File: config.mk
export PLATFORM = sky130hd
export DESIGN_NAME = gpio_port_ovr
export DESIGN_NICKNAME = d
export VERILOG_FILES = /design/src/rtl/gpio_pkg.sv /design/src/rtl/gpio_pin_sync.sv /design/src/rtl/gpio_port_regs.sv /design/src/rtl/gpio_pin_mux.sv /design/src/rtl/gpio_port_ovr.sv
export SDC_FILE = /design/constraint.sdc
export NUM_CORES = 1
export LEC_CHECK = 0
export BUFFER_PORTS_ARGS = -buffer_cell sky130_fd_sc_hd__buf_4
export CORE_AREA = 4 4 77 65
export DETAILED_ROUTE_END_ITERATION = 16
export DIE_AREA = 0 0 81 69
export PLACE_DENSITY = 0.59
export REMOVE_ABC_BUFFERS = 1
export SYNTH_ARGS = -nofsm -noshare
export SYNTH_HDL_FRONTEND = slang
export SYNTH_SLANG_ARGS = --single-unit
File: constraint.sdc
create_clock -name clk -period 1.8 [get_ports clk]
set_input_delay 0.09 -clock clk [delete_from_list [all_inputs] [get_ports clk]]
set_output_delay 0.09 -clock clk [all_outputs]
set_load 0.005 [all_outputs]
File: src/rtl/gpio_pkg.sv
// Package gpio_pkg
// Register map and fixed slave-port pin positions shared by the port logic.
// Assumes a 2-bit register address.
package gpio_pkg;
    typedef enum logic [1:0] {
        REG_PINS = 2'd0,
        REG_LAT  = 2'd1,
        REG_DIR  = 2'd2,
        REG_NONE = 2'd3
    } reg_addr_e;

    localparam int SLV_RD_BIT = 0;
    localparam int SLV_WR_BIT = 1;
    localparam int SLV_CS_BIT = 2;
endpackage

File: src/rtl/gpio_pin_sync.sv
// Module gpio_pin_sync
// Multi-stage synchronizer for asynchronous pad levels.
// Assumes STAGES >= 2. The stages clear to 0 on reset.
module gpio_pin_sync #(
    parameter int WIDTH  = 8,
    parameter int STAGES = 2
) (
    input  logic             clk,
    input  logic             rst_n,
    input  logic [WIDTH-1:0] async_in,
    output logic [WIDTH-1:0] sync_out
);
    logic [STAGES-1:0][WIDTH-1:0] stage_q;

    // First stage captures the raw pad levels.
    always_ff @(posedge clk) begin
        if (!rst_n) stage_q[0] <= '0;
        else        stage_q[0] <= async_in;
    end

    generate
        for (genvar s = 1; s < STAGES; s++) begin : g_stage
            // Each later stage copies the stage before it.
            always_ff @(posedge clk) begin
                if (!rst_n) stage_q[s] <= '0;
                else        stage_q[s] <= stage_q[s-1];
            end
        end
    endgenerate

    assign sync_out = stage_q[STAGES-1];
endmodule

File: src/rtl/gpio_port_regs.sv
// Module gpio_port_regs
// Direction and latch registers with the combinational read mux.
// Assumes single-cycle write strobes. Reads carry no side effects.
module gpio_port_regs
    import gpio_pkg::*;
#(
    parameter int WIDTH = 8
) (
    input  logic             clk,
    input  logic             rst_n,
    input  logic             wr_en,
    input  logic [1:0]       addr,
    input  logic [WIDTH-1:0] wdata,
    input  logic [WIDTH-1:0] pins_sync,
    output logic [WIDTH-1:0] dir_q,
    output logic [WIDTH-1:0] lat_q,
    output logic [WIDTH-1:0] rdata
);
    logic lat_hit;
    logic dir_hit;

    assign lat_hit = wr_en && (addr == REG_PINS || addr == REG_LAT);
    assign dir_hit = wr_en && (addr == REG_DIR);

    // Direction register; all pins come up as inputs.
    always_ff @(posedge clk) begin
        if (!rst_n)       dir_q <= '1;
        else if (dir_hit) dir_q <= wdata;
    end

    // Output latch; the pin address and the latch address both write it.
    always_ff @(posedge clk) begin
        if (!rst_n)       lat_q <= '0;
        else if (lat_hit) lat_q <= wdata;
    end

    // Read mux: the pin address shows levels, the latch address shows the latch.
    always_comb begin
        unique case (addr)
            REG_PINS: rdata = pins_sync;
            REG_LAT:  rdata = lat_q;
            REG_DIR:  rdata = dir_q;
            default:  rdata = '0;
        endcase
    end
endmodule

File: src/rtl/gpio_pin_mux.sv
// Module gpio_pin_mux
// Per-pin priority: external bus, then the alternate peripheral on ALT_PIN,
// then the latch and direction. It also taps the slave-port strobes.
// Assumes the slave-port pins are set as inputs by software.
module gpio_pin_mux
    import gpio_pkg::*;
#(
    parameter int WIDTH   = 8,
    parameter int ALT_PIN = 7
) (
    input  logic             xbus_disable,
    input  logic [WIDTH-1:0] xbus_ad_out,
    input  logic             xbus_ad_oe,
    input  logic             alt_map_n,
    input  logic             periph_out,
    input  logic             slave_mode,
    input  logic [WIDTH-1:0] dir_q,
    input  logic [WIDTH-1:0] lat_q,
    input  logic [WIDTH-1:0] pins_sync,
    output logic [WIDTH-1:0] pin_out,
    output logic [WIDTH-1:0] pin_oe,
    output logic             slv_rd_n,
    output logic             slv_wr_n,
    output logic             slv_cs_n
);
    generate
        for (genvar i = 0; i < WIDTH; i++) begin : g_pin
            logic norm_d;
            if (i == ALT_PIN) begin : g_alt
                assign norm_d = alt_map_n ? lat_q[i] : periph_out;
            end else begin : g_plain
                assign norm_d = lat_q[i];
            end

            // Select the pin owner by priority.
            always_comb begin
                if (!xbus_disable) begin
                    pin_out[i] = xbus_ad_out[i];
                    pin_oe[i]  = xbus_ad_oe;
                end else begin
                    pin_out[i] = norm_d;
                    pin_oe[i]  = ~dir_q[i];
                end
            end
        end
    endgenerate

    // Slave-port strobes idle high when the mode is off.
    always_comb begin
        if (slave_mode) begin
            slv_rd_n = pins_sync[SLV_RD_BIT];
            slv_wr_n = pins_sync[SLV_WR_BIT];
            slv_cs_n = pins_sync[SLV_CS_BIT];
        end else begin
            slv_rd_n = 1'b1;
            slv_wr_n = 1'b1;
            slv_cs_n = 1'b1;
        end
    end
endmodule

File: src/rtl/gpio_port_ovr.sv
// Module gpio_port_ovr
// Top of the GPIO port: synchronizer, register file and pin override mux.
// Assumes the pad ring builds the tri-state drivers from pin_out and pin_oe.
module gpio_port_ovr #(
    parameter int WIDTH       = 8,
    parameter int SYNC_STAGES = 2,
    parameter int ALT_PIN     = 7
) (
    input  logic             clk,
    input  logic             rst_n,
    input  logic             bus_wr,
    input  logic [1:0]       bus_addr,
    input  logic [WIDTH-1:0] bus_wdata,
    output logic [WIDTH-1:0] bus_rdata,
    input  logic [WIDTH-1:0] pin_in,
    output logic [WIDTH-1:0] pin_out,
    output logic [WIDTH-1:0] pin_oe,
    input  logic             xbus_disable,
    input  logic [WIDTH-1:0] xbus_ad_out,
    input  logic             xbus_ad_oe,
    output logic [WIDTH-1:0] xbus_ad_in,
    input  logic             alt_map_n,
    input  logic             periph_out,
    input  logic             slave_mode,
    output logic             slv_rd_n,
    output logic             slv_wr_n,
    output logic             slv_cs_n
);
    logic [WIDTH-1:0] pins_sync;
    logic [WIDTH-1:0] dir_q;
    logic [WIDTH-1:0] lat_q;

    gpio_pin_sync #(.WIDTH(WIDTH), .STAGES(SYNC_STAGES)) u_sync (
        .clk      (clk),
        .rst_n    (rst_n),
        .async_in (pin_in),
        .sync_out (pins_sync)
    );

    gpio_port_regs #(.WIDTH(WIDTH)) u_regs (
        .clk       (clk),
        .rst_n     (rst_n),
        .wr_en     (bus_wr),
        .addr      (bus_addr),
        .wdata     (bus_wdata),
        .pins_sync (pins_sync),
        .dir_q     (dir_q),
        .lat_q     (lat_q),
        .rdata     (bus_rdata)
    );

    gpio_pin_mux #(.WIDTH(WIDTH), .ALT_PIN(ALT_PIN)) u_mux (
        .xbus_disable (xbus_disable),
        .xbus_ad_out  (xbus_ad_out),
        .xbus_ad_oe   (xbus_ad_oe),
        .alt_map_n    (alt_map_n),
        .periph_out   (periph_out),
        .slave_mode   (slave_mode),
        .dir_q        (dir_q),
        .lat_q        (lat_q),
        .pins_sync    (pins_sync),
        .pin_out      (pin_out),
        .pin_oe       (pin_oe),
        .slv_rd_n     (slv_rd_n),
        .slv_wr_n     (slv_wr_n),
        .slv_cs_n     (slv_cs_n)
    );

    assign xbus_ad_in = pins_sync;
endmodule

==> metrics.csv <==
stage,metric,value,unit
status,status,finished clean,
sta,final setup fails,0,
synth,"Seq/Total Area, Yosys",0.4464,
clocking,CTS max path bufs,2,
floorplan,Die ar.,5589,µm²
routing,Via Count,1238,
placed_design,post-placement cell area,1901,µm²
synth,area share of the largest cell type after synthesis,0.4464,
clocking,CTS Root Cell,clkbuf_8,
placed_design,pre-CTS setup slack,0.5879,ns
floorplan,I/O pin total,69,
routing,1st-iter DRT viols,29,
hold_path,startpoint of the worst hold path,pin_in[5],
clocking,CTS Sinks,32,
cells_and_area,Syn-to-layout area delta,38.71,%
setup_path,CP required,1.71,ns
sta,Worst-Margin Slew,0.5405,ns
floorplan,effective utilization at floorplan,0.3457,
synth,Synth Area in Compound Gates,0.05929,
clocking,htree depth,2,
global_route,largest net degree at the start of global routing,33,
setup_path,FF-to-FF path depth,2,
sta,Worst Skew,0.002882,ns
synth,combinational family with the most area after synthesis,simple AND/OR/NAND/NOR gates,
global_route,vias in the first global route,1277,
setup_path,CP bufs+invs,1,
synth,Post-Synth Adder-Cell Area,0,
sta,"Slew Viols, Final",0,
synth,Simple-Gate Fraction of Synth Area,0.2371,
cells_and_area,Antenna diodes,0,
power_and_ir_drop,Tot Pwr,0.001585,W
routing,DRC Markers,0,
power_and_ir_drop,Leak,0.9843,nW
setup_path,worst setup path class,reg -> out,
setup_path,cell family with most CP delay,flip-flops,
synth,synthesized instance count,156,
routing,drt pass-1 iters,4,
floorplan,Chip Height,69,µm
hold_path,Worst Hold End,u_sync.stage_q[5],
synth,synth warn,0,
clocking,CTS tree,yes,
setup_path,FF-to-FF Start,u_regs.lat_q[2],
synth,ys async rst share,0,
floorplan,Core ar.,4151,µm²
global_route,gr usage total,0.1361,
synth,Post-synth top cells,"dfxtp_1, nand2_1, mux2i_1",
power_and_ir_drop,pwr dens,796.5,nW/µm²
synth,cell taking the most area after synthesis,dfxtp_1,
clocking,setup bufs post-CTS,0,
cells_and_area,number of nets in the layout,248,
synth,ys flop type,dfxtp_1,
setup_path,Worst R2R Setup Slack,1.14,ns
setup_path,Critical Path AT,1.09,ns
cells_and_area,Final Cell Area,1991,µm²
synth,"Cell Area, Synth",1435,µm²
routing,post-route ant nets,0,
job,Max Cap Viol,0,
sta,Slew headroom,0.6397,
synth,Yosys reg bits,32,
cells_and_area,layout cell share with drive strength beyond 1,0.3860,
sta,final-report hold violation count,0,
floorplan,Die Width,81,µm
synth,most common cell in the netlist,dfxtp_1,
global_route,gr ovfl total,0,
setup_path,slowest CP cell,dfxtp_1,
global_route,initial antenna violation count,0,
setup_path,Critical R2R Capture,u_regs.lat_q[2],
placed_design,Port Buffers,68,
setup_path,worst path cell trace,mux2i_1 -> o21ai_0 -> buf_4,
clocking,CTS Hold Bufs,0,
setup_path,CP Capture Type,output pin,
cells_and_area,Layout Cells excl Fill,272,
synth,top area cells in the synthesized netlist,"dfxtp_1, mux2i_1, and2_1",
hold_path,hold depth,2,
synth,unique cell type count in the Yosys netlist,20,
clocking,CTS resizes,0,
routing,mean routed wirelength per cell,13.81,µm
sta,slack of the critical path,0.6221,ns
sta,setup TNS,0,ns
placed_design,hpwl dp,2960,µm
sta,final period utilization,0.6544,
hold_path,hold crit path type,in -> reg,
global_route,first-pass GRT wire length,5899,µm
routing,WL final,3757,µm
placed_design,DP Cell Count,264,
clocking,"Clk Latency, worst-skew pair",0.28,ns
placed_design,Placer Congestion,0.7266,
power_and_ir_drop,maximum vdd drop,0.4969,mV
synth,Synth Area in XOR/XNOR,0,
setup_path,"slowest stage delay, CP",0.35,ns
synth,"Avg Cell Area, Syn",9.200,µm²
floorplan,# rows,21,
cells_and_area,layout filler cell count,421,
sta,Fmax,849.0,MHz
synth,mux share of post-synthesis cell area,0.1735,
synth,"EDFF count, synth",0,
clocking,CTS buffer count,5,
routing,drt via density,4.551,
setup_path,CP startpoint kind,register,
setup_path,top fanout value on the critical path,3,
clocking,CTS clock-pin slew for the worst setup and hold paths,0.06,ns
sta,Final min period,1.178,ns
sta,unrepaired setup endpoints after global routing,false,
-- cell type report --
type / count / area, µm² / area share
Clock buffer: 8 / 90.09 / 0.04525
Inverter: 1 / 3.754 / 0.001886
Multi-Input combinational cell: 106 / 674.4 / 0.3388
Sequential cell: 32 / 640.6 / 0.3218
Tap cell: 57 / 71.32 / 0.03583
Timing Repair Buffer: 68 / 510.5 / 0.2564
-- where the power goes --
part	internal (W)	leakage, nW	total [W]	switching (W)
registers	0.000744	0.264	0.000764	0.0000206
logic	0.000165	0.675	0.000278	0.000112
clock network	0.000311	0.0455	0.000544	0.000232
-- registers in the layout, summed over array words and instances, names as in the netlist --
| name | flops |
|---|---|
| u_regs.lat_q | 8 |
| u_sync.sync_out | 8 |
| u_regs.dir_q | 8 |
| u_sync.stage_q | 8 |
-- kinds of logic (layout without fill, tap and decap cells) --
logic type | Yosys count | count (layout)
AND/OR/NAND/NOR | 65 | 65
flip-flops | 32 | 32
multiplexers | 24 | 24
AO/OA/AOI/OAI | 17 | 17
buffers and inverters | 18 | 77
-- metal layers --
metal,track usage,share of wire,up-vias
met5,0,0,-
met4,0.04503,0.0056,0
met3,0.04818,0.12,2
met2,0.2206,0.45,57
met1,0.1659,0.42,556
li1,-,-,623
-- through the flow --
| stage | util | hold slack [ns] |
|---|---|---|
| floorplan | - | 0.1618 |
| CTS | 0.4795 | 0.007572 |
| detailed placement | 0.4578 | 0.3029 |
| finish | 0.4795 | 0.01651 |
| global route | 0.4795 | 0.01430 |
| global placement | 0.4578 | 0.2975 |
-- layout by cell type, fill, tap and decap left out, types with 7 or more instances in the layout --
cell type / Yosys / routed
nor2b_1: 8 / 8
mux2_2: 7 / 7
mux2i_1: 17 / 17
o21ai_0: 10 / 10
nand3_1: 8 / 8
nand2_1: 25 / 25
buf_4: 9 / 68
dfxtp_1: 32 / 32
and2_1: 16 / 16
-- how the worst max path moves through the flow --
stage / startpoint / to / cells after the start
6_report: u_regs.dir_q[3] / bus_rdata[3] / 3
5_1_grt: u_regs.dir_q[3] / bus_rdata[3] / 3
4_1_cts: u_regs.dir_q[3] / bus_rdata[3] / 3
3_5_place_dp: bus_addr[1] / u_regs.lat_q[7] / 4
3_3_place_gp: bus_addr[1] / u_regs.lat_q[3] / 4
2_1_floorplan: bus_addr[1] / u_regs.lat_q[0] / 3
Note: power is estimated with default switching activity, not from simulation.
